**src/rtl/bshift_pkg.sv**
```systemverilog
package bshift_pkg;
  typedef enum logic [2:0] {
    SH_LSL = 3'b000,
    SH_LSR = 3'b001,
    SH_ASR = 3'b010,
    SH_ROR = 3'b011,
    SH_RRX = 3'b100
  } shift_op_e;
endpackage

```
**src/rtl/bshift_stage.sv**
```systemverilog
// One log stage: moves data toward bit 0 by DIST when en_i is set.
module bshift_stage #(
  parameter int W    = 32,
  parameter int DIST = 1
) (
  input  logic [W-1:0] data_i,
  input  logic         en_i,
  input  logic         rot_i,
  input  logic         fill_i,
  output logic [W-1:0] data_o
);
  logic [W-1:0] moved;

  for (genvar i = 0; i < W; i++) begin : g_bit
    if (i + DIST < W) begin : g_in
      assign moved[i] = data_i[i+DIST];
    end else begin : g_wrap
      assign moved[i] = rot_i ? data_i[i+DIST-W] : fill_i;
    end
  end

  assign data_o = en_i ? moved : data_i;
endmodule

```
**src/rtl/bshift_carry.sv**
```systemverilog
// Picks the last bit shifted out of the (possibly mirrored) core input.
module bshift_carry #(
  parameter int W  = 32,
  localparam int AW = $clog2(W)
) (
  input  logic [W-1:0]  core_i,
  input  logic [AW-1:0] amount_i,
  input  logic          carry_i,
  output logic          carry_o
);
  logic [AW-1:0] idx;

  assign idx     = amount_i - AW'(1);
  assign carry_o = (amount_i == '0) ? carry_i : core_i[idx];
endmodule

```
**src/rtl/bshift_top.sv**
```systemverilog
module bshift_top
  import bshift_pkg::*;
#(
  parameter int W  = 32,
  localparam int AW = $clog2(W)
) (
  input  logic [W-1:0]  operand_i,
  input  logic [2:0]    op_i,
  input  logic [AW-1:0] amount_i,
  input  logic          carry_i,
  output logic [W-1:0]  result_o,
  output logic          carry_o
);
  logic          is_left, is_rot, fill_bit, std_op;
  logic [W-1:0]  core_in, core_out, shifted, mirrored_out;
  logic [W-1:0]  stage_d [AW+1];
  logic          std_carry;

  assign is_left  = (op_i == SH_LSL);
  assign is_rot   = (op_i == SH_ROR);
  assign fill_bit = (op_i == SH_ASR) & operand_i[W-1];
  assign std_op   = (op_i <= SH_ROR);

  // Left shifts run through the right-shift chain on a mirrored word.
  for (genvar i = 0; i < W; i++) begin : g_mirror
    assign core_in[i]      = is_left ? operand_i[W-1-i] : operand_i[i];
    assign mirrored_out[i] = core_out[W-1-i];
  end

  assign stage_d[0] = core_in;
  for (genvar k = 0; k < AW; k++) begin : g_stage
    bshift_stage #(.W(W), .DIST(1 << k)) u_stage (
      .data_i (stage_d[k]),
      .en_i   (amount_i[k]),
      .rot_i  (is_rot),
      .fill_i (fill_bit),
      .data_o (stage_d[k+1])
    );
  end
  assign core_out = stage_d[AW];
  assign shifted  = is_left ? mirrored_out : core_out;

  bshift_carry #(.W(W)) u_carry (
    .core_i   (core_in),
    .amount_i (amount_i),
    .carry_i  (carry_i),
    .carry_o  (std_carry)
  );

  always_comb begin
    if (std_op) begin
      result_o = shifted;
      carry_o  = std_carry;
    end else if (op_i == SH_RRX) begin
      result_o = {carry_i, operand_i[W-1:1]};
      carry_o  = operand_i[0];
    end else begin
      result_o = operand_i;
      carry_o  = carry_i;
    end
  end

  logic [W-1:0] lo_mask, hi_mask;
  assign lo_mask = ~({W{1'b1}} << amount_i);
  assign hi_mask = ~({W{1'b1}} >> amount_i);

  always_comb begin
    if (op_i == SH_LSL)
      p_lsl_zero_fill_r1: assert ((result_o & lo_mask) == '0);
    if (op_i == SH_LSR)
      p_lsr_zero_fill_r2: assert ((result_o & hi_mask) == '0);
    if (op_i == SH_ASR)
      p_asr_sign_fill_r3: assert ((result_o & hi_mask) == (operand_i[W-1] ? hi_mask : '0));
    if (op_i == SH_ROR)
      p_ror_keeps_ones_r4: assert ($countones(result_o) == $countones(operand_i));
    if (op_i == SH_RRX)
      p_rrx_flag_in_r5: assert (result_o[W-1] == carry_i && carry_o == operand_i[0]);
    if (std_op && amount_i == '0)
      p_zero_amount_r7: assert (result_o == operand_i && carry_o == carry_i);
    if (op_i > SH_RRX)
      p_pass_through_r8: assert (result_o == operand_i && carry_o == carry_i);
  end
endmodule

```
**config.mk**
```make
export PLATFORM = sky130hd
export DESIGN_NAME = bshift_top
export DESIGN_NICKNAME = d
export VERILOG_FILES = /design/src/rtl/bshift_pkg.sv /design/src/rtl/bshift_stage.sv /design/src/rtl/bshift_carry.sv /design/src/rtl/bshift_top.sv
export SDC_FILE = /design/constraint.sdc
export NUM_CORES = 1
export LEC_CHECK = 0
export ABC_AREA = 1
export CAP_MARGIN = 0
export CORE_UTILIZATION = 60
export DETAILED_ROUTE_END_ITERATION = 10
export PLACE_DENSITY = 0.95
export RECOVER_POWER = 25
export SLEW_MARGIN = 25
export SYNTH_ARGS = -nofsm -noshare
export SYNTH_HDL_FRONTEND = slang
export SYNTH_SLANG_ARGS = --single-unit
export TNS_END_PERCENT = 1
```
**constraint.sdc**
```tcl
create_clock -name vclk -period 5.6
set_input_delay 1.12 -clock vclk [all_inputs]
set_output_delay 1.12 -clock vclk [all_outputs]
set_load 0.03 [all_outputs]
```
==> key figures <==
Cells and area
  • Clock buf count: 0
  • FF+latch count: 0
  • Fillers: 512
  • N_diodes: 0
  • Finished Layout Cells: 911
  • Footprint of the multi-input gates: 3349 sq um
  • Sequential cell area: 0 sq um
  • Nets: 880
  • Layout cells sized above 1: 0.08014
  • Synthesis-to-layout area growth: 13.66%

Setup path
  • Crit. Startpoint: op_i[2]
  • Worst Path Arrival: 4160 ps
  • Worst setup EP type: primary output
  • Crit start category: input pin
  • Critical setup path kind: in -> out
  • Critical Path RT: 4480 ps
  • CP max FO: 66

Floorplanning
  • Core area: 6061 sq um
  • Chip width: 82.08 microns
  • Row count: 28
  • Chip height: 82.08 microns
  • # IOs: 74
  • Starting Density: 0.6348
  • Die ar.: 6736 sq um

Synthesis
  • Synth Net Count: 852
  • Synthesis Warnings: 0
  • Avg Inst Size Synth: 4.750 sq um
  • Post-Synthesis Cells: 810
  • Synthesized area: 3847 sq um
  • Distinct cells, synth: 25
  • Synth top area share: 0.5138
  • Most frequent cell after synthesis: nand3_1
  • Post-synth top area cell: nand3_1
  • Post-synth top cells: nand3_1 (395), nand2_1 (210), inv_1 (40)
  • Leading cell types by total area after synthesis: nand3_1 (51%), nand2_1 (20%), a21oi_1 (4.4%)
  • Seq/Total Area, Yosys: 0

Route
  • Routed WL per cell: 18.45 microns
  • First-iteration detailed-routing DRC count: 1743
  • Drc violations: 2
  • Final wirelength: 16810 microns
  • Vias per cell: 7.089
  • ANT nets after route: 0
  • Drt first pass iters: 11
  • Via count: 6458

Min path
  • Worst min path class: in -> out
  • Hold Startpoint: operand_i[17]
  • Hold path depth: 4

GRT
  • Total track usage: 0.5343
  • First-pass GRT wire length: 27240 microns
  • Total global routing overflow: 0
  • Largest net degree at the start of global routing: 67
  • Vias in the first global route: 5528
  • Initial antenna violation count: 0

Power and ir drop
  • Leakage: 2.174 nW
  • PwrDens: 123.8 nW/um^2
  • Peak VDD IR: 0.1053 mV

Clock tree
  • # Post-CTS Setup Buffers: 0
  • Post-cts resize count: 0
  • Hold-fix buffers, CTS: 0

Placement
  • Port buffer count: 74
  • DP Wirelength: 12480 microns
  • Gpl congestion: 1.275
  • Placed cell count: 911

Timing
  • Final setup viols: 0
  • Fmax: 189.3 MHz
  • Period Utilization, post-route: 0.9434
  • Slew headroom: 0.3594
  • Fin. max-slew vios: 0
  • Slew at the pin with the worst max-slew slack: 959.8 ps
  • RSZ-0062 raised after global routing: false
  • Fin. Hold Viols: 0
  • Setup TNS: 0 ps
  • Clock period minus worst slack: 5283 ps

Flow run
  • Max cap viols: 0

Status
  • Failing checks: design-rule violations
  • Status: finished with violations
logic make-up after synthesis:
family | Yosys count | share of synthesized area
AO/OA/AOI/OAI | 69 | 0.09008
AND/OR/NAND/NOR | 630 | 0.7685
XOR/XNOR | 2 | 0.004554
adder cells (fa/ha/maj) | 1 | 0.003252
buffers and inverters | 108 | 0.1337
cell usage in the layout, fill, tap and decap left out, drive strengths merged, types with 2 or more instances in the layout:
cell           Yosys  routed
a21oi             34      34
buf               44      44
clkbuf            17       2
clkdlybuf4s50      0      40
clkinv             4       4
inv               43      43
nand2            211     211
nand3            407     407
nor2               8       8
nor3               2       2
o21ai             34      34
stage by stage:
step / hold slack, ps / area (sq um) / worst slack (ps) / utilization / power [W]
final: 3084 / 4373 / 316.9 / 0.7215 / 0.0005415
after global routing: 3099 / 4373 / 149.7 / 0.7215 / 0.0005815
after CTS: 3066 / 4367 / 701.6 / 0.7205 / 0.0005113
after detailed placement: 3062 / 4367 / 715.0 / 0.7205 / 0.0005093
after global placement: 3046 / 4367 / 797.2 / 0.7205 / 0.0004977
after floorplan: 2541 / 3847 / 1655 / - / 0.0003576
area by class of cell:
cell class	instances	share of cell area
inverters	47	0.04034
repair buffers	87	0.1722
well taps	75	0.02146
multi-input cells	702	0.7660
worst paths after layout:
path / to / slack [ps]
max: result_o[17] / 320
min: result_o[16] / 3080
per-layer routing:
layer,part of all wire,GRT usage,wire (microns)
met1,0.32,0.6097,5425
met2,0.41,0.7802,6813
met3,0.17,0.2300,2910
met4,0.099,0.4018,1660
met5,0,0,0
critical path: stages:
cell and delay [ps]:
dlygate4sd3_1 660, inv_2 130, clkbuf_4 610, nand3_1 190, nand3_1 210, nand3_1 240
nand3_1 170, nand2_1 60, nand2_1 70, nand3_1 210, nand3_1 160, nand3_1 90
buf_4 180
where the power goes:
part / switching, W / leakage, nW / total, W / internal (W)
clock: 0 / 0 / 0 / 0
sequential: 0 / 0 / 0 / 0
combinational: 0.000370 / 2.17 / 0.000542 / 0.000171
total: 0.000370 / 2.17 / 0.000542 / 0.000171
Note: power is estimated with default switching activity, not from simulation.
